[src/rtl/regalu_unit.sv]
module regalu_unit #(
  parameter int DW  = 8,
  parameter int OPW = 5
) (
  input  logic           clk,
  input  logic           rst_n,
  input  logic           exec_i,
  input  logic [OPW-1:0] op_i,
  input  logic [DW-1:0]  a_i,
  input  logic [DW-1:0]  x_i,
  input  logic [DW-1:0]  y_i,
  input  logic           n_i,
  input  logic           v_i,
  input  logic           z_i,
  input  logic           c_i,
  output logic           done_o,
  output logic           a_we_o,
  output logic           x_we_o,
  output logic           y_we_o,
  output logic [DW-1:0]  a_o,
  output logic [DW-1:0]  x_o,
  output logic [DW-1:0]  y_o,
  output logic           n_o,
  output logic           v_o,
  output logic           z_o,
  output logic           c_o
);

  localparam logic [OPW-1:0] OP_SETV = OPW'(0);
  localparam logic [OPW-1:0] OP_CMC  = OPW'(1);
  localparam logic [OPW-1:0] OP_MVXY = OPW'(2);
  localparam logic [OPW-1:0] OP_MVYX = OPW'(3);
  localparam logic [OPW-1:0] OP_XAX  = OPW'(4);
  localparam logic [OPW-1:0] OP_XAY  = OPW'(5);
  localparam logic [OPW-1:0] OP_XXY  = OPW'(6);
  localparam logic [OPW-1:0] OP_ANDX = OPW'(7);
  localparam logic [OPW-1:0] OP_ANDY = OPW'(8);
  localparam logic [OPW-1:0] OP_ORX  = OPW'(9);
  localparam logic [OPW-1:0] OP_ORY  = OPW'(10);
  localparam logic [OPW-1:0] OP_XORX = OPW'(11);
  localparam logic [OPW-1:0] OP_XORY = OPW'(12);
  localparam logic [OPW-1:0] OP_ADDX = OPW'(13);
  localparam logic [OPW-1:0] OP_ADDY = OPW'(14);
  localparam logic [OPW-1:0] OP_SUBX = OPW'(15);
  localparam logic [OPW-1:0] OP_SUBY = OPW'(16);
  localparam logic [OPW-1:0] OP_CAX  = OPW'(17);
  localparam logic [OPW-1:0] OP_CAY  = OPW'(18);
  localparam logic [OPW-1:0] OP_CXA  = OPW'(19);
  localparam logic [OPW-1:0] OP_CXY  = OPW'(20);
  localparam logic [OPW-1:0] OP_CYA  = OPW'(21);
  localparam logic [OPW-1:0] OP_CYX  = OPW'(22);
  localparam int MSB = DW - 1;

  // second ALU operand: odd codes in 7..15 take X, even codes in 8..16 take Y
  logic [DW-1:0] opnd;
  logic          is_sub;
  logic [DW-1:0] addend;
  logic [DW:0]   sum;
  logic          ovf;

  assign opnd   = op_i[0] ? x_i : y_i;
  assign is_sub = (op_i == OP_SUBX) || (op_i == OP_SUBY);
  assign addend = is_sub ? ~opnd : opnd;
  assign sum    = {1'b0, a_i} + {1'b0, addend} + {{DW{1'b0}}, c_i};
  assign ovf    = (a_i[MSB] == addend[MSB]) && (sum[MSB] != a_i[MSB]);

  logic [DW-1:0] cmp_l, cmp_r;
  logic [DW:0]   diff;

  always_comb begin
    cmp_l = a_i;
    cmp_r = x_i;
    unique case (op_i)
      OP_CAY:  begin cmp_l = a_i; cmp_r = y_i; end
      OP_CXA:  begin cmp_l = x_i; cmp_r = a_i; end
      OP_CXY:  begin cmp_l = x_i; cmp_r = y_i; end
      OP_CYA:  begin cmp_l = y_i; cmp_r = a_i; end
      OP_CYX:  begin cmp_l = y_i; cmp_r = x_i; end
      default: begin cmp_l = a_i; cmp_r = x_i; end
    endcase
  end

  assign diff = {1'b0, cmp_l} - {1'b0, cmp_r};

  logic [DW-1:0] na, nx, ny, nzsrc;
  logic          nwa, nwx, nwy, nn, nv, nz, nc, upd_nz;

  always_comb begin
    na = a_i;  nx = x_i;  ny = y_i;
    nwa = 1'b0; nwx = 1'b0; nwy = 1'b0;
    nv = v_i;  nc = c_i;
    upd_nz = 1'b0;
    nzsrc  = a_i;
    unique case (op_i)
      OP_SETV: nv = 1'b1;
      OP_CMC:  nc = ~c_i;
      OP_MVXY: begin ny = x_i; nwy = 1'b1; nzsrc = x_i; upd_nz = 1'b1; end
      OP_MVYX: begin nx = y_i; nwx = 1'b1; nzsrc = y_i; upd_nz = 1'b1; end
      OP_XAX:  begin na = x_i; nx = a_i; nwa = 1'b1; nwx = 1'b1; nzsrc = x_i; upd_nz = 1'b1; end
      OP_XAY:  begin na = y_i; ny = a_i; nwa = 1'b1; nwy = 1'b1; nzsrc = y_i; upd_nz = 1'b1; end
      OP_XXY:  begin nx = y_i; ny = x_i; nwx = 1'b1; nwy = 1'b1; nzsrc = y_i; upd_nz = 1'b1; end
      OP_ANDX, OP_ANDY: begin na = a_i & opnd; nwa = 1'b1; nzsrc = a_i & opnd; upd_nz = 1'b1; end
      OP_ORX,  OP_ORY:  begin na = a_i | opnd; nwa = 1'b1; nzsrc = a_i | opnd; upd_nz = 1'b1; end
      OP_XORX, OP_XORY: begin na = a_i ^ opnd; nwa = 1'b1; nzsrc = a_i ^ opnd; upd_nz = 1'b1; end
      OP_ADDX, OP_ADDY, OP_SUBX, OP_SUBY: begin
        na = sum[MSB:0]; nwa = 1'b1; nzsrc = sum[MSB:0]; upd_nz = 1'b1;
        nc = sum[DW]; nv = ovf;
      end
      OP_CAX, OP_CAY, OP_CXA, OP_CXY, OP_CYA, OP_CYX: begin
        nzsrc = diff[MSB:0]; upd_nz = 1'b1; nc = ~diff[DW];
      end
      default: ;
    endcase
    nn = upd_nz ? nzsrc[MSB]          : n_i;
    nz = upd_nz ? (nzsrc == '0)       : z_i;
  end

  always_ff @(posedge clk) begin
    if (!rst_n) begin
      done_o <= 1'b0;
      a_we_o <= 1'b0; x_we_o <= 1'b0; y_we_o <= 1'b0;
      a_o <= '0; x_o <= '0; y_o <= '0;
      n_o <= 1'b0; v_o <= 1'b0; z_o <= 1'b0; c_o <= 1'b0;
    end else begin
      done_o <= exec_i;
      a_we_o <= exec_i & nwa;
      x_we_o <= exec_i & nwx;
      y_we_o <= exec_i & nwy;
      if (exec_i) begin
        a_o <= na; x_o <= nx; y_o <= ny;
        n_o <= nn; v_o <= nv; z_o <= nz; c_o <= nc;
      end
    end
  end

  p_done_after_exec_r2: assert property (@(posedge clk) disable iff (!rst_n)
    exec_i |=> done_o);

  p_idle_quiet_r2: assert property (@(posedge clk) disable iff (!rst_n)
    !exec_i |=> !done_o && !a_we_o && !x_we_o && !y_we_o);

  p_setv_r3: assert property (@(posedge clk) disable iff (!rst_n)
    exec_i && op_i == OP_SETV |=> v_o && c_o == $past(c_i) && n_o == $past(n_i)
      && z_o == $past(z_i) && !a_we_o && !x_we_o && !y_we_o);

  p_cmc_r3: assert property (@(posedge clk) disable iff (!rst_n)
    exec_i && op_i == OP_CMC |=> c_o != $past(c_i) && v_o == $past(v_i));

  p_swap_ax_r5: assert property (@(posedge clk) disable iff (!rst_n)
    exec_i && op_i == OP_XAX |=> a_o == $past(x_i) && x_o == $past(a_i) && a_we_o && x_we_o);

  p_cmp_nowrite_r9: assert property (@(posedge clk) disable iff (!rst_n)
    exec_i && op_i >= OP_CAX && op_i <= OP_CYX |=> !a_we_o && !x_we_o && !y_we_o
      && v_o == $past(v_i));

  p_reserved_r10: assert property (@(posedge clk) disable iff (!rst_n)
    exec_i && op_i > OP_CYX |=> done_o && !a_we_o && !x_we_o && !y_we_o
      && {n_o, v_o, z_o, c_o} == $past({n_i, v_i, z_i, c_i}));

endmodule

[config.mk]
export PLATFORM = sky130hd
export DESIGN_NAME = regalu_unit
export DESIGN_NICKNAME = d
export VERILOG_FILES = /design/src/rtl/regalu_unit.sv
export SDC_FILE = /design/constraint.sdc
export NUM_CORES = 1
export LEC_CHECK = 0
export ABC_AREA = 0
export BUFFER_PORTS_ARGS = -buffer_cell sky130_fd_sc_hd__buf_2
export CAP_MARGIN = 15
export CORE_MARGIN = 5
export CORE_UTILIZATION = 35
export DETAILED_ROUTE_END_ITERATION = 6
export GPL_TIMING_DRIVEN = 0
export SLEW_MARGIN = 5
export SYNTH_ARGS = -nofsm -noshare
export SYNTH_HDL_FRONTEND = slang
export SYNTH_SLANG_ARGS = --single-unit
[constraint.sdc]
create_clock -name clk -period 4 [get_ports clk]
set_input_delay 0.2 -clock clk [delete_from_list [all_inputs] [get_ports clk]]
set_output_delay 0.2 -clock clk [all_outputs]
set_load 0.05 [all_outputs]
==> results_tabular.tex, run 1 <==
\begin{tabular}{lr}
\hline
Metric & Value \\
\hline
\multicolumn{2}{l}{\textbf{Clock tree}} \\
\quad CTS buffer count & 5 \\
\quad CTS H-tree depth & 2 \\
\quad Number of setup buffers added after CTS & 0 \\
\quad Clock-pin slew reported for the worst setup and hold paths after clock tree synthesis & 0.08 ns \\
\quad Clock Tree Buf Depth & 2 \\
\quad Root buf cell & sky130\_fd\_sc\_hd\_\_clkbuf\_8 \\
\quad Post-CTS Hold Buffers & 0 \\
\quad Clock latency on the worst-skew pair & 0.30 ns \\
\quad TritonCTS clock tree & built \\
\quad \# clock sinks & 32 \\
\quad CTS resizes & 0 \\
\multicolumn{2}{l}{\textbf{STA}} \\
\quad Worst clock skew & 0 ns \\
\quad Number of setup violations in the final report & 0 \\
\quad Maximum clock frequency & 271 MHz \\
\quad Post-layout min period & 3.70 ns \\
\quad Measured slew at the worst slew-check pin & 0.956 ns \\
\quad Unrepaired setup endpoints after global routing & false \\
\quad Setup TNS Final & 0 ns \\
\quad Max Transition Viols Final & 0 \\
\quad Final worst path period share & 92.4\% \\
\quad Headroom to the max-slew limit & 36.1\% \\
\quad Final count of hold timing violations & 0 \\
\multicolumn{2}{l}{\textbf{Pwr}} \\
\quad Final total power & 1220 uW \\
\quad Fraction of power spent switching nets & 41.8\% \\
\quad Net switching power & 510 uW \\
\quad Internal cell power & 709 uW \\
\quad Clock group share of total power & 26.8\% \\
\quad Power density over cell area & 303 mW/mm\^{}2 \\
\quad Max VDD drop & 0.145 mV \\
\quad Leakage power total & 0.00173 uW \\
\quad Portion of total power attributed to combinational logic & 44.1\% \\
\quad Sequential group share of total power & 29.1\% \\
\multicolumn{2}{l}{\textbf{Worst setup path}} \\
\quad List of cells traversed by the critical path & buf\_2, or3b\_2, a21oi\_4, nor2\_1, a21oi\_1, ha\_1, inv\_1, fa\_1, a21o\_1, a21oi\_1, xnor2\_1, o21ai\_0, and3\_1, nand3\_1, o41ai\_2 \\
\quad Critical Path AT & 3.91 ns \\
\quad Minimum setup slack among reg-to-reg paths & 2.44 ns \\
\quad WP data required & 4.21 ns \\
\quad CP dominant cell by count & sky130\_fd\_sc\_hd\_\_a21oi\_1 \\
\quad Critical path's slowest cell & sky130\_fd\_sc\_hd\_\_or3b\_2 \\
\quad Capturing point of the worst reg2reg path & z\_o\$\_SDFFE\_PN0P\_ \\
\quad Cell count along the critical path & 15 \\
\quad Startpoint type of the worst setup path & primary input \\
\quad RR Startpoint & z\_o\$\_SDFFE\_PN0P\_ \\
\quad CP max FO & 9 \\
\quad Worst Path Class, Setup & in2reg \\
\quad Cell depth of the worst flop-to-flop path & 6 \\
\quad Largest stage delay on the critical path & 0.53 ns \\
\quad CP delay by family, top & compound AO/OA/AOI/OAI gates \\
\quad Crit path capture type & flip-flop \\
\quad Number of buffers and inverters on the critical path & 2 \\
\multicolumn{2}{l}{\textbf{Global route}} \\
\quad Wire length of the first global-routing pass & 19,300 um \\
\quad Pin count of the biggest net entering global routing & 12 \\
\quad Number of antenna violations at the first check in global routing & 0 \\
\quad Congestion Overflow GR & 0 \\
\quad Vias in the first global route & 3,591 \\
\quad Total track usage & 20.9\% \\
\multicolumn{2}{l}{\textbf{Route}} \\
\quad Detailed-router iteration count before antenna repair & 6 \\
\quad Violation count after the first detailed-route iteration & 347 \\
\quad Per-cell via count in the routed design & 5.89 \\
\quad Mean routed wirelength per cell & 18.9 um \\
\quad Count of antenna-violating nets left after detailed routing & 0 \\
\quad Total wire length after detailed routing & 12,600 um \\
\quad Post-route DRC violation count & 0 \\
\quad Via count & 3,925 \\
\multicolumn{2}{l}{\textbf{Synth}} \\
\quad Cells taking the most area after synthesis & sky130\_fd\_sc\_hd\_\_dfxtp\_1, sky130\_fd\_sc\_hd\_\_ha\_1, sky130\_fd\_sc\_hd\_\_o21ai\_0 \\
\quad Post-synthesis async set-or-reset flop share & 0\% \\
\quad Post-synthesis sequential element count & 32 \\
\quad Instance count of the mapped netlist & 461 \\
\quad Share of Yosys cell area claimed by the top area cell type & 18.8\% \\
\quad Per-instance average area after synthesis & 7.40 um\^{}2 \\
\quad Syn. warnings & 0 \\
\quad EDFF count, synth & 0 \\
\quad Library cells used by synthesis & 65 \\
\quad Cell taking the most area after synthesis & sky130\_fd\_sc\_hd\_\_dfxtp\_1 \\
\quad Cell area after synthesis & 0.00341 mm\^{}2 \\
\quad Top\_reg\_cell synth & sky130\_fd\_sc\_hd\_\_dfxtp\_1 \\
\quad Synthesized net count & 532 \\
\quad Seq/Total Area, Yosys & 18.8\% \\
\multicolumn{2}{l}{\textbf{Floorplan}} \\
\quad Die height & 109 um \\
\quad Core Footprint & 0.00964 mm\^{}2 \\
\quad Initial Util & 35.4\% \\
\quad Width of the chip & 109 um \\
\quad Num ports & 68 \\
\quad DIE AREA & 0.0118 mm\^{}2 \\
\quad Row cnt & 36 \\
\multicolumn{2}{l}{\textbf{Worst hold path}} \\
\quad Hold-critical path depth & 3 \\
\quad Type of the most critical hold path & in2reg \\
\quad Worst Hold Path EP & y\_o[0]\$\_SDFFE\_PN0P\_ \\
\quad Hold Crit Start & y\_i[0] \\
\multicolumn{2}{l}{\textbf{Run}} \\
\quad Number of violations of the max-capacitance limit & 0 \\
\multicolumn{2}{l}{\textbf{Placement}} \\
\quad Area after DPL & 0.00391 mm\^{}2 \\
\quad Last weighted congestion value of the routability-driven placer & 0.934 \\
\quad I/O Buffers & 65 \\
\quad Estimated wirelength of the detail-placed design & 9600 um \\
\multicolumn{2}{l}{\textbf{Layout}} \\
\quad Final std cell area, no fill & 0.00402 mm\^{}2 \\
\quad Number of filler cells placed in the layout & 1,035 \\
\quad Area of the multi-input gates & 0.00255 mm\^{}2 \\
\quad Final \#Nets & 603 \\
\quad Top library cells by usage in the layout, fill and taps aside & sky130\_fd\_sc\_hd\_\_buf\_2, sky130\_fd\_sc\_hd\_\_nand2\_1, sky130\_fd\_sc\_hd\_\_o21ai\_0 \\
\quad Most common cell after layout, fill and taps aside & sky130\_fd\_sc\_hd\_\_buf\_2 \\
\quad Number of antenna repair diodes & 0 \\
\quad Share of layout cells above drive strength 1 & 18.8\% \\
\quad Layout overhead on the synthesized area & 17.8\% \\
\quad Flip-flop and latch area & 641 um\^{}2 \\
\multicolumn{2}{l}{\textbf{Status}} \\
\quad Result of the run & finished clean \\
\hline
\end{tabular}
==> power groups by stage <==
| stage | Combinational [uW] | Clock (uW) | Sequential, uW |
|---|---|---|---|
| after floorplan | 297 | 0 | 442 |
| after global placement | 522 | 0 | 361 |
| after detailed placement | 532 | 0 | 361 |
| after CTS | 533 | 330 | 354 |
| after global routing | 586 | 343 | 356 |
| final | 538 | 327 | 354 |
==> how the worst max path moves through the flow <==
stage / startpoint / endpoint / slack [ns]
2_1_floorplan: op_i[1] / z_o$_SDFFE_PN0P_ / 0.60
3_3_place_gp: op_i[0] / z_o$_SDFFE_PN0P_ / -0.05
3_5_place_dp: op_i[0] / z_o$_SDFFE_PN0P_ / -0.13
4_1_cts: op_i[0] / z_o$_SDFFE_PN0P_ / 0.20
5_1_grt: op_i[2] / z_o$_SDFFE_PN0P_ / 0.05
6_report: op_i[1] / z_o$_SDFFE_PN0P_ / 0.30
==> routing by layer <==
| layer | global-route usage [%] | vias up | routed length (um) |
|---|---|---|---|
| li1 | - | 1852 | - |
| met1 | 28.7 | 1848 | 5530 |
| met2 | 32.4 | 195 | 5660 |
| met3 | 4.03 | 30 | 1030 |
| met4 | 7.39 | 0 | 374 |
| met5 | 0 | - | 0 |
==> metrics by stage <==
stage / hold WS [ns] / cells / utilization, % / setup slack, ns
CTS: 0.218 / 667 / 41.7 / 0.196
global route: 0.239 / 666 / 41.7 / 0.0499
finish: 0.220 / 666 / 41.7 / 0.304
global placement: 0.479 / 659 / 40.5 / -0.0485
detailed placement: 0.481 / 659 / 40.5 / -0.132
floorplan: 0.353 / 461 / - / 0.601
==> cells by family (layout without fill, tap and decap cells) <==
logic type      Yosys count  in the layout  share of synthesized area [%]
buf+inv                  52            124                           6.74
simple gates            133            133                           19.4
compound gates          188            188                           36.1
xor+xnor                 19             19                           4.88
flops                    32             32                           18.8
fa+ha+maj                35             35                           13.5
mux                       2              2                          0.587
==> sequential cells by signal, indices dropped and copies added (netlist names) <==
| name | cells |
|---|---|
| a_o | 8 |
| x_o | 8 |
| y_o | 8 |
| a_we_o | 1 |
| c_o | 1 |
| done_o | 1 |
| n_o | 1 |
| v_o | 1 |
| x_we_o | 1 |
| y_we_o | 1 |
| z_o | 1 |
==> worst register-to-register path, stage by stage (launching register included) <==
cell and delay [ns]:
sky130_fd_sc_hd__dfxtp_1 0.37, sky130_fd_sc_hd__o21ai_0 0.09, sky130_fd_sc_hd__a21oi_1 0.12, sky130_fd_sc_hd__nand4_1 0.14
sky130_fd_sc_hd__nor4_1 0.31, sky130_fd_sc_hd__nand3_1 0.15, sky130_fd_sc_hd__o41ai_2 0.28
==> synthesized netlist by cell type, drive strengths merged, types with 3 or more instances <==
cell / instances
a21oi: 45
a221oi: 3
a22o: 3
a22oi: 31
a31oi: 23
a41oi: 4
and2: 3
and3: 3
buf: 12
clkbuf: 16
dfxtp: 32
fa: 3
ha: 32
inv: 24
nand2: 57
nand2b: 3
nand3: 3
nor2: 23
nor2b: 18
nor3: 5
nor4: 6
o211ai: 3
o21ai: 50
o221ai: 4
o31a: 3
xnor2: 16
xor2: 3
==> cell type report <==
cell class              count  area share [%]
well taps                 133            4.14
inverters                  24            2.24
clock inverters             3            1.06
multi-input cells         377            63.4
flip-flops and latches     32            15.9
repair buffers             65            8.09
clock buffers               5            1.71
plain buffers              27            3.42
No activity file was read; power rests on OpenSTA's default activity.
==> run 2: changes to the inputs <==
--- a/config.mk
+++ b/config.mk
@@ -12,6 +12,7 @@
 export CORE_UTILIZATION = 35
 export DETAILED_ROUTE_END_ITERATION = 6
 export GPL_TIMING_DRIVEN = 0
+export PLACE_DENSITY = 0.56
 export SLEW_MARGIN = 5
 export SYNTH_ARGS = -nofsm -noshare
 export SYNTH_HDL_FRONTEND = slang
==> run 2 against run 1 <==
Clock power is 10% higher. Sequential power is essentially flat. Clock-buffer cell count grew 2. Fmax is 0.73% lower. Total power is 2.7% higher. Worst setup slack worse by 0.027 ns. Non-clock buffer count rose by 1. Via count fell by 0.76%. Sequential share of layout area fell by 0.079 points. Cell area grew 0.50%.
==> results_tabular.tex, run 2 (synthesis results as in run 1) <==
\begin{tabular}{lr}
\hline
Metric & Value \\
\hline
\multicolumn{2}{l}{\textbf{STA}} \\
\quad Max Transition Viols Final & 0 (unchanged) \\
\quad Worst hold margin & 0.237 ns (+0.0172 ns) \\
\quad Slack of the critical path & 0.277 ns (-0.0273 ns) \\
\quad Post-layout min period & 3.72 ns (+0.0273 ns) \\
\quad Number of setup violations in the final report & 0 (unchanged) \\
\quad Final worst path period share & 93.1\% (+0.68 points) \\
\quad Maximum clock frequency & 269 MHz (-0.73\%) \\
\quad Headroom to the max-slew limit & 30.9\% (-5.2 points) \\
\quad Worst clock skew & 0 ns (unchanged) \\
\quad Final count of hold timing violations & 0 (unchanged) \\
\quad Measured slew at the worst slew-check pin & 1.03 ns (+0.0776 ns) \\
\quad Setup TNS Final & 0 ns (unchanged) \\
\quad Unrepaired setup endpoints after global routing & false \\
\multicolumn{2}{l}{\textbf{Pwr}} \\
\quad Max VDD drop & 0.156 mV (+7.8\%) \\
\quad Final total power & 1250 uW (+2.7\%) \\
\quad Power density over cell area & 310 mW/mm\^{}2 (+2.2\%) \\
\quad Leakage power total & 0.00174 uW (+0.84\%) \\
\multicolumn{2}{l}{\textbf{Route}} \\
\quad Detailed-router iteration count before antenna repair & 7 (+1) \\
\quad Via count & 3,895 (-0.76\%) \\
\quad Per-cell via count in the routed design & 5.84 (-0.91\%) \\
\quad Count of antenna-violating nets left after detailed routing & 0 (unchanged) \\
\quad Violation count after the first detailed-route iteration & 418 (+20\%) \\
\quad Mean routed wirelength per cell & 19.1 um (+0.99\%) \\
\quad Total wire length after detailed routing & 12,700 um (+1.1\%) \\
\quad Post-route DRC violation count & 0 (unchanged) \\
\multicolumn{2}{l}{\textbf{Floorplan}} \\
\quad Row cnt & 36 (unchanged) \\
\quad Core Footprint & 0.00964 mm\^{}2 (unchanged) \\
\quad Initial Util & 35.4\% (unchanged) \\
\quad DIE AREA & 0.0118 mm\^{}2 (unchanged) \\
\quad Die height & 109 um (unchanged) \\
\quad Width of the chip & 109 um (unchanged) \\
\quad Num ports & 68 (unchanged) \\
\multicolumn{2}{l}{\textbf{Clock tree}} \\
\quad Clock-pin slew reported for the worst setup and hold paths after clock tree synthesis & 0.08 ns (about the same) \\
\quad TritonCTS clock tree & built \\
\quad Post-CTS Hold Buffers & 0 (unchanged) \\
\quad CTS H-tree depth & 2 (unchanged) \\
\quad Root buf cell & sky130\_fd\_sc\_hd\_\_clkbuf\_8 \\
\quad \# clock sinks & 32 (unchanged) \\
\quad CTS buffer count & 5 (unchanged) \\
\quad Number of setup buffers added after CTS & 0 (unchanged) \\
\quad Clock latency on the worst-skew pair & 0.29 ns (about the same) \\
\quad Clock Tree Buf Depth & 2 (unchanged) \\
\multicolumn{2}{l}{\textbf{Placement}} \\
\quad DP Worst Slack & -0.208 ns (-0.0759 ns) \\
\quad I/O Buffers & 65 (unchanged) \\
\quad Estimated wirelength of the detail-placed design & 9750 um (+1.5\%) \\
\quad Last weighted congestion value of the routability-driven placer & 0.969 (+3.7\%) \\
\quad Area after DPL & 0.00391 mm\^{}2 (unchanged) \\
\multicolumn{2}{l}{\textbf{Layout}} \\
\quad Final std cell area, no fill & 0.00404 mm\^{}2 (+0.50\%) \\
\quad Number of filler cells placed in the layout & 1,048 (+1.3\%) \\
\quad Final \#Nets & 604 (+0.17\%) \\
\quad Top library cells by usage in the layout, fill and taps aside & sky130\_fd\_sc\_hd\_\_buf\_2, sky130\_fd\_sc\_hd\_\_nand2\_1, sky130\_fd\_sc\_hd\_\_o21ai\_0 \\
\quad Layout overhead on the synthesized area & 18.4\% \\
\quad Share of layout cells above drive strength 1 & 18.9\% (+0.15 points) \\
\quad Largest registers ranked by flip-flop count & a\_o (8), x\_o (8), y\_o (8) \\
\quad Most common cell after layout, fill and taps aside & sky130\_fd\_sc\_hd\_\_buf\_2 \\
\quad Number of antenna repair diodes & 0 (unchanged) \\
\multicolumn{2}{l}{\textbf{Worst setup path}} \\
\quad Worst Path Class, Setup & in2reg \\
\quad RR Startpoint & z\_o\$\_SDFFE\_PN0P\_ \\
\quad Cell depth of the worst flop-to-flop path & 6 (unchanged) \\
\quad WP data required & 4.20 ns (about the same) \\
\quad CP max FO & 9 (unchanged) \\
\quad Startpoint type of the worst setup path & primary input \\
\quad Crit path capture type & flip-flop \\
\quad Capturing point of the worst reg2reg path & z\_o\$\_SDFFE\_PN0P\_ \\
\quad Critical Path AT & 3.92 ns (about the same) \\
\quad Minimum setup slack among reg-to-reg paths & 2.46 ns (+0.02 ns) \\
\multicolumn{2}{l}{\textbf{Global route}} \\
\quad Total track usage & 21.3\% (+0.41 points) \\
\quad Pin count of the biggest net entering global routing & 11 (-1) \\
\quad Vias in the first global route & 3,655 (+1.8\%) \\
\quad Wire length of the first global-routing pass & 19,700 um (+2.1\%) \\
\quad Congestion Overflow GR & 0 (unchanged) \\
\quad Number of antenna violations at the first check in global routing & 0 (unchanged) \\
\multicolumn{2}{l}{\textbf{Worst hold path}} \\
\quad Type of the most critical hold path & in2reg \\
\quad Hold Crit Start & y\_i[0] \\
\quad Hold-critical path depth & 3 (unchanged) \\
\quad Worst Hold Path EP & y\_o[0]\$\_SDFFE\_PN0P\_ \\
\multicolumn{2}{l}{\textbf{Status}} \\
\quad Result of the run & finished clean \\
\multicolumn{2}{l}{\textbf{Run}} \\
\quad Number of violations of the max-capacitance limit & 0 (unchanged) \\
\hline
\end{tabular}
## run 2: stage by stage
step | util (%) | std cells
after floorplan | - | 461
after global placement | 40.5 | 659
after detailed placement | 40.5 | 659
after CTS | 41.8 | 667
after global routing | 41.9 | 667
final | 41.9 | 667
## run 2: layout make-up
class                   instances  area [um^2]  share of cell area (%)
multi-input cells             377         2550                    63.1
flip-flops and latches         32          641                    15.9
repair buffers                 65          325                    8.05
well taps                     133          166                    4.12
plain buffers                  28          143                    3.53
clock buffers                   7         96.3                    2.38
inverters                      24         90.1                    2.23
clock inverters                 1         30.0                   0.743
## run 2: what timing repair did
action	CTS	global route
resized for setup	0	4
endpoints found under the setup margin	0	3
endpoints found under the hold margin	0	0
## run 2: worst max path at each step
stage / from / end / slack (ns) / cells after the start
floorplan: op_i[1] / z_o$_SDFFE_PN0P_ / 0.60 / 15
global placement: op_i[0] / z_o$_SDFFE_PN0P_ / -0.19 / 15
detailed placement: op_i[0] / z_o$_SDFFE_PN0P_ / -0.21 / 15
CTS: op_i[0] / z_o$_SDFFE_PN0P_ / 0.07 / 15
global route: op_i[3] / z_o$_SDFFE_PN0P_ / 0.02 / 14
finish: op_i[2] / z_o$_SDFFE_PN0P_ / 0.28 / 16
## run 2: layer usage
layer / wire length, um / GRT usage (%) / vias up
li1: - / - / 1839
met1: 5790 / 29.8 / 1846
met2: 5700 / 33.9 / 192
met3: 1030 / 3.61 / 18
met4: 214 / 5.23 / 0
met5: 0 / 0 / -
## run 2: critical path: stages
cell and delay (ns):
sky130_fd_sc_hd__buf_2 0.18, sky130_fd_sc_hd__nor2b_1 0.26, sky130_fd_sc_hd__and3_1 0.19, sky130_fd_sc_hd__clkbuf_1 0.41
sky130_fd_sc_hd__nor2_1 0.29, sky130_fd_sc_hd__a21oi_1 0.34, sky130_fd_sc_hd__ha_1 0.21, sky130_fd_sc_hd__inv_1 0.05
sky130_fd_sc_hd__fa_1 0.42, sky130_fd_sc_hd__a21o_1 0.21, sky130_fd_sc_hd__a21oi_1 0.26, sky130_fd_sc_hd__xnor2_1 0.09
sky130_fd_sc_hd__o21ai_0 0.19, sky130_fd_sc_hd__and3_1 0.20, sky130_fd_sc_hd__nand3_1 0.11, sky130_fd_sc_hd__o41ai_2 0.31
## run 2: report_power, final
| part | total (uW) | internal (uW) | leakage [uW] | switching [uW] |
|---|---|---|---|---|
| sequential | 354 | 342 | 0.000265 | 11.7 |
| clock | 360 | 220 | 0.0000645 | 140 |
| combinational | 538 | 183 | 0.00141 | 355 |
| total | 1250 | 745 | 0.00174 | 507 |
==> run 3: changes to the inputs <==
--- a/config.mk
+++ b/config.mk
@@ -13,6 +13,7 @@
 export DETAILED_ROUTE_END_ITERATION = 6
 export GPL_TIMING_DRIVEN = 0
 export PLACE_DENSITY = 0.56
+export RECOVER_POWER = 25
 export SLEW_MARGIN = 5
 export SYNTH_ARGS = -nofsm -noshare
 export SYNTH_HDL_FRONTEND = slang
==> run 3 against run 2 <==
Clock skew is the same. Combinational power barely moved. Highest routed layer unchanged. Register-to-register slack lost 0.02 ns. Final cell count did not move. Clock power about the same. Sequential share of layout area rose by 0.079 points. Critical path type unchanged. Wire length increased by 0.29%. Sequential power hardly changed. Global-route usage is the same. Cell area is 0.50% lower.
==> results_tabular.tex, run 3 (synthesis results as in run 1) <==
\begin{tabular}{lr}
\hline
Metric & Value \\
\hline
\multicolumn{2}{l}{\textbf{Global route}} \\
\quad Pin count of the biggest net entering global routing & 11 (unchanged) \\
\quad Grt peak-use layer & met2 \\
\quad Wire length of the first global-routing pass & 19,700 um (unchanged) \\
\quad Congestion Overflow GR & 0 (unchanged) \\
\quad Global-route track usage on met3 & 3.61\% (unchanged) \\
\quad GRT met1 Usage & 29.8\% (unchanged) \\
\quad Met2 usage & 33.9\% (unchanged) \\
\quad Number of antenna violations at the first check in global routing & 0 (unchanged) \\
\quad Total track usage & 21.3\% (unchanged) \\
\quad Vias in the first global route & 3,655 (unchanged) \\
\multicolumn{2}{l}{\textbf{Route}} \\
\quad Mean routed wirelength per cell & 19.1 um (+0.29\%) \\
\quad Detailed-router iteration count before antenna repair & 5 (-2) \\
\quad Per-cell via count in the routed design & 5.85 (+0.15\%) \\
\quad Post-route DRC violation count & 0 (unchanged) \\
\quad Violation count after the first detailed-route iteration & 406 (-2.9\%) \\
\quad Via count & 3,901 (+0.15\%) \\
\quad Total wire length after detailed routing & 12,800 um (+0.29\%) \\
\quad Count of antenna-violating nets left after detailed routing & 0 (unchanged) \\
\multicolumn{2}{l}{\textbf{Floorplan}} \\
\quad Core Footprint & 0.00964 mm\^{}2 (unchanged) \\
\quad Die height & 109 um (unchanged) \\
\quad Width of the chip & 109 um (unchanged) \\
\quad Initial Util & 35.4\% (unchanged) \\
\quad DIE AREA & 0.0118 mm\^{}2 (unchanged) \\
\quad Num ports & 68 (unchanged) \\
\quad Row cnt & 36 (unchanged) \\
\multicolumn{2}{l}{\textbf{Placement}} \\
\quad Total placed cells including tap cells & 659 (unchanged) \\
\quad Estimated wirelength of the detail-placed design & 9750 um (unchanged) \\
\quad Last weighted congestion value of the routability-driven placer & 0.969 (unchanged) \\
\quad I/O Buffers & 65 (unchanged) \\
\multicolumn{2}{l}{\textbf{STA}} \\
\quad Worst clock skew & 0 ns (unchanged) \\
\quad Headroom to the max-slew limit & 31.2\% (+0.25 points) \\
\quad Measured slew at the worst slew-check pin & 1.03 ns (-0.00373 ns) \\
\quad Worst hold margin & 0.237 ns (+0.000200 ns) \\
\quad Unrepaired setup endpoints after global routing & false \\
\quad Final count of hold timing violations & 0 (unchanged) \\
\quad Final worst path period share & 92.8\% (-0.29 points) \\
\quad Post-layout min period & 3.71 ns (-0.0115 ns) \\
\quad Max Transition Viols Final & 0 (unchanged) \\
\quad Setup TNS Final & 0 ns (unchanged) \\
\quad Maximum clock frequency & 269 MHz (+0.31\%) \\
\quad Number of setup violations in the final report & 0 (unchanged) \\
\multicolumn{2}{l}{\textbf{Layout}} \\
\quad Most common cell after layout, fill and taps aside & sky130\_fd\_sc\_hd\_\_nand2\_1 \\
\quad Number of antenna repair diodes & 0 (unchanged) \\
\quad Largest registers ranked by flip-flop count & a\_o (8), x\_o (8), y\_o (8) \\
\quad Share of layout cells above drive strength 1 & 15.9\% (-3.0 points) \\
\quad Number of standard cells in the final layout excluding fillers & 667 (unchanged) \\
\quad Top library cells by usage in the layout, fill and taps aside & sky130\_fd\_sc\_hd\_\_nand2\_1, sky130\_fd\_sc\_hd\_\_buf\_2, sky130\_fd\_sc\_hd\_\_o21ai\_0 \\
\quad Final \#Nets & 604 (unchanged) \\
\quad Layout overhead on the synthesized area & 17.8\% \\
\multicolumn{2}{l}{\textbf{Worst setup path}} \\
\quad Critical Path AT & 3.92 ns (about the same) \\
\quad Largest stage delay on the critical path & 0.42 ns (about the same) \\
\quad WP data required & 4.21 ns (about the same) \\
\quad Crit path capture type & flip-flop \\
\quad Critical path's slowest cell & sky130\_fd\_sc\_hd\_\_clkbuf\_1 \\
\quad Startpoint type of the worst setup path & primary input \\
\quad CP max FO & 9 (unchanged) \\
\quad Worst Path Class, Setup & in2reg \\
\quad List of cells traversed by the critical path & buf\_2, nor2b\_1, and3\_1, clkbuf\_1, nor2\_1, a21oi\_1, ha\_1, inv\_1, fa\_1, a21o\_1, a21oi\_1, xnor2\_1, o21ai\_0, and3\_1, nand3\_1, o41ai\_2 \\
\multicolumn{2}{l}{\textbf{Pwr}} \\
\quad Max VDD drop & 0.157 mV (+0.27\%) \\
\quad Sequential group share of total power & 28.3\% (about the same) \\
\quad Final total power & 1250 uW (about the same) \\
\quad Power density over cell area & 311 mW/mm\^{}2 (+0.48\%) \\
\quad Fraction of power spent switching nets & 40.7\% (+0.21 points) \\
\quad Leakage power total & 0.00168 uW (-3.5\%) \\
\quad Net switching power & 509 uW (+0.50\%) \\
\quad Clock group share of total power & 29.0\% (+0.2 points) \\
\quad Portion of total power attributed to combinational logic & 42.7\% (-0.3 points) \\
\quad Internal cell power & 743 uW (-0.37\%) \\
\multicolumn{2}{l}{\textbf{Clock tree}} \\
\quad Root buf cell & sky130\_fd\_sc\_hd\_\_clkbuf\_8 \\
\quad \# clock sinks & 32 (unchanged) \\
\quad Clock Tree Buf Depth & 2 (unchanged) \\
\quad CTS H-tree depth & 2 (unchanged) \\
\quad Clock-pin slew reported for the worst setup and hold paths after clock tree synthesis & 0.08 ns (about the same) \\
\quad Clock latency on the worst-skew pair & 0.30 ns (about the same) \\
\quad TritonCTS clock tree & built \\
\quad CTS buffer count & 5 (unchanged) \\
\quad Number of setup buffers added after CTS & 0 (unchanged) \\
\multicolumn{2}{l}{\textbf{Status}} \\
\quad Result of the run & finished clean \\
\multicolumn{2}{l}{\textbf{Worst hold path}} \\
\quad Type of the most critical hold path & in2reg \\
\multicolumn{2}{l}{\textbf{Run}} \\
\quad Number of violations of the max-capacitance limit & 0 (unchanged) \\
\hline
\end{tabular}
-- run 3: changes by cell type in the layout (fill, tap and decap cells not counted), sizes merged --
cell | before | now
buf | 76 | 60
clkbuf | 24 | 40
-- run 3: worst paths after layout --
check                 startpoint                   to  slack (ns)  depth (start not counted)
max                      op_i[2]     z_o$_SDFFE_PN0P_        0.29                         16
max reg2reg     z_o$_SDFFE_PN0P_     z_o$_SDFFE_PN0P_        2.44                          6
min                       y_i[4]  y_o[4]$_SDFFE_PN0P_        0.24                          3
min reg2reg  a_o[6]$_SDFFE_PN0P_  a_o[6]$_SDFFE_PN0P_        0.51                          2
-- run 3: power by group through the flow --
stage / Sequential [uW] / Clock (uW) / Combinational (uW)
floorplan: 442 / 0 / 297
global placement: 361 / 0 / 523
detailed placement: 362 / 0 / 531
CTS: 354 / 361 / 533
global route: 357 / 379 / 582
finish: 354 / 363 / 535
-- run 3: layer usage --
metal / wire [um] / up-vias
li1: - / 1843
met1: 5720 / 1848
met2: 5760 / 187
met3: 1070 / 23
met4: 224 / 0
met5: 0 / -
-- run 3: cell type report --
cell class	count	area [um^2]
Clock buffer	7	96.3
Buffer	28	143
Inverter	24	90.1
Sequential cell	32	641
Multi-Input combinational cell	377	2550
Clock inverter	1	30.0
Tap cell	133	166
Fill cell	1059	5620
Timing Repair Buffer	65	305
-- run 3: repair_timing --
action | CTS | global route
resized for setup | 0 | 4
hold buffers | 0 | 0
endpoints found under the setup margin | 0 | 3
-- run 3: per-stage QoR --
| step | cell area (um^2) | utilization [%] | worst slack (ns) |
|---|---|---|---|
| floorplan | 3410 | - | 0.601 |
| global placement | 3910 | 40.5 | -0.186 |
| global route | 4020 | 41.7 | 0.0228 |
| finish | 4020 | 41.7 | 0.288 |
| detailed placement | 3910 | 40.5 | -0.208 |
| CTS | 4030 | 41.8 | 0.0711 |
-- run 3: worst max-delay path, delay by kind of cell --
kind | cells | cell delay [ns]
AO/OA/AOI/OAI | 5 | 1.29
XOR/XNOR | 1 | 0.09
adder cells (fa/ha/maj) | 2 | 0.62
buffers and inverters | 3 | 0.65
AND/OR/NAND/NOR | 5 | 1.05
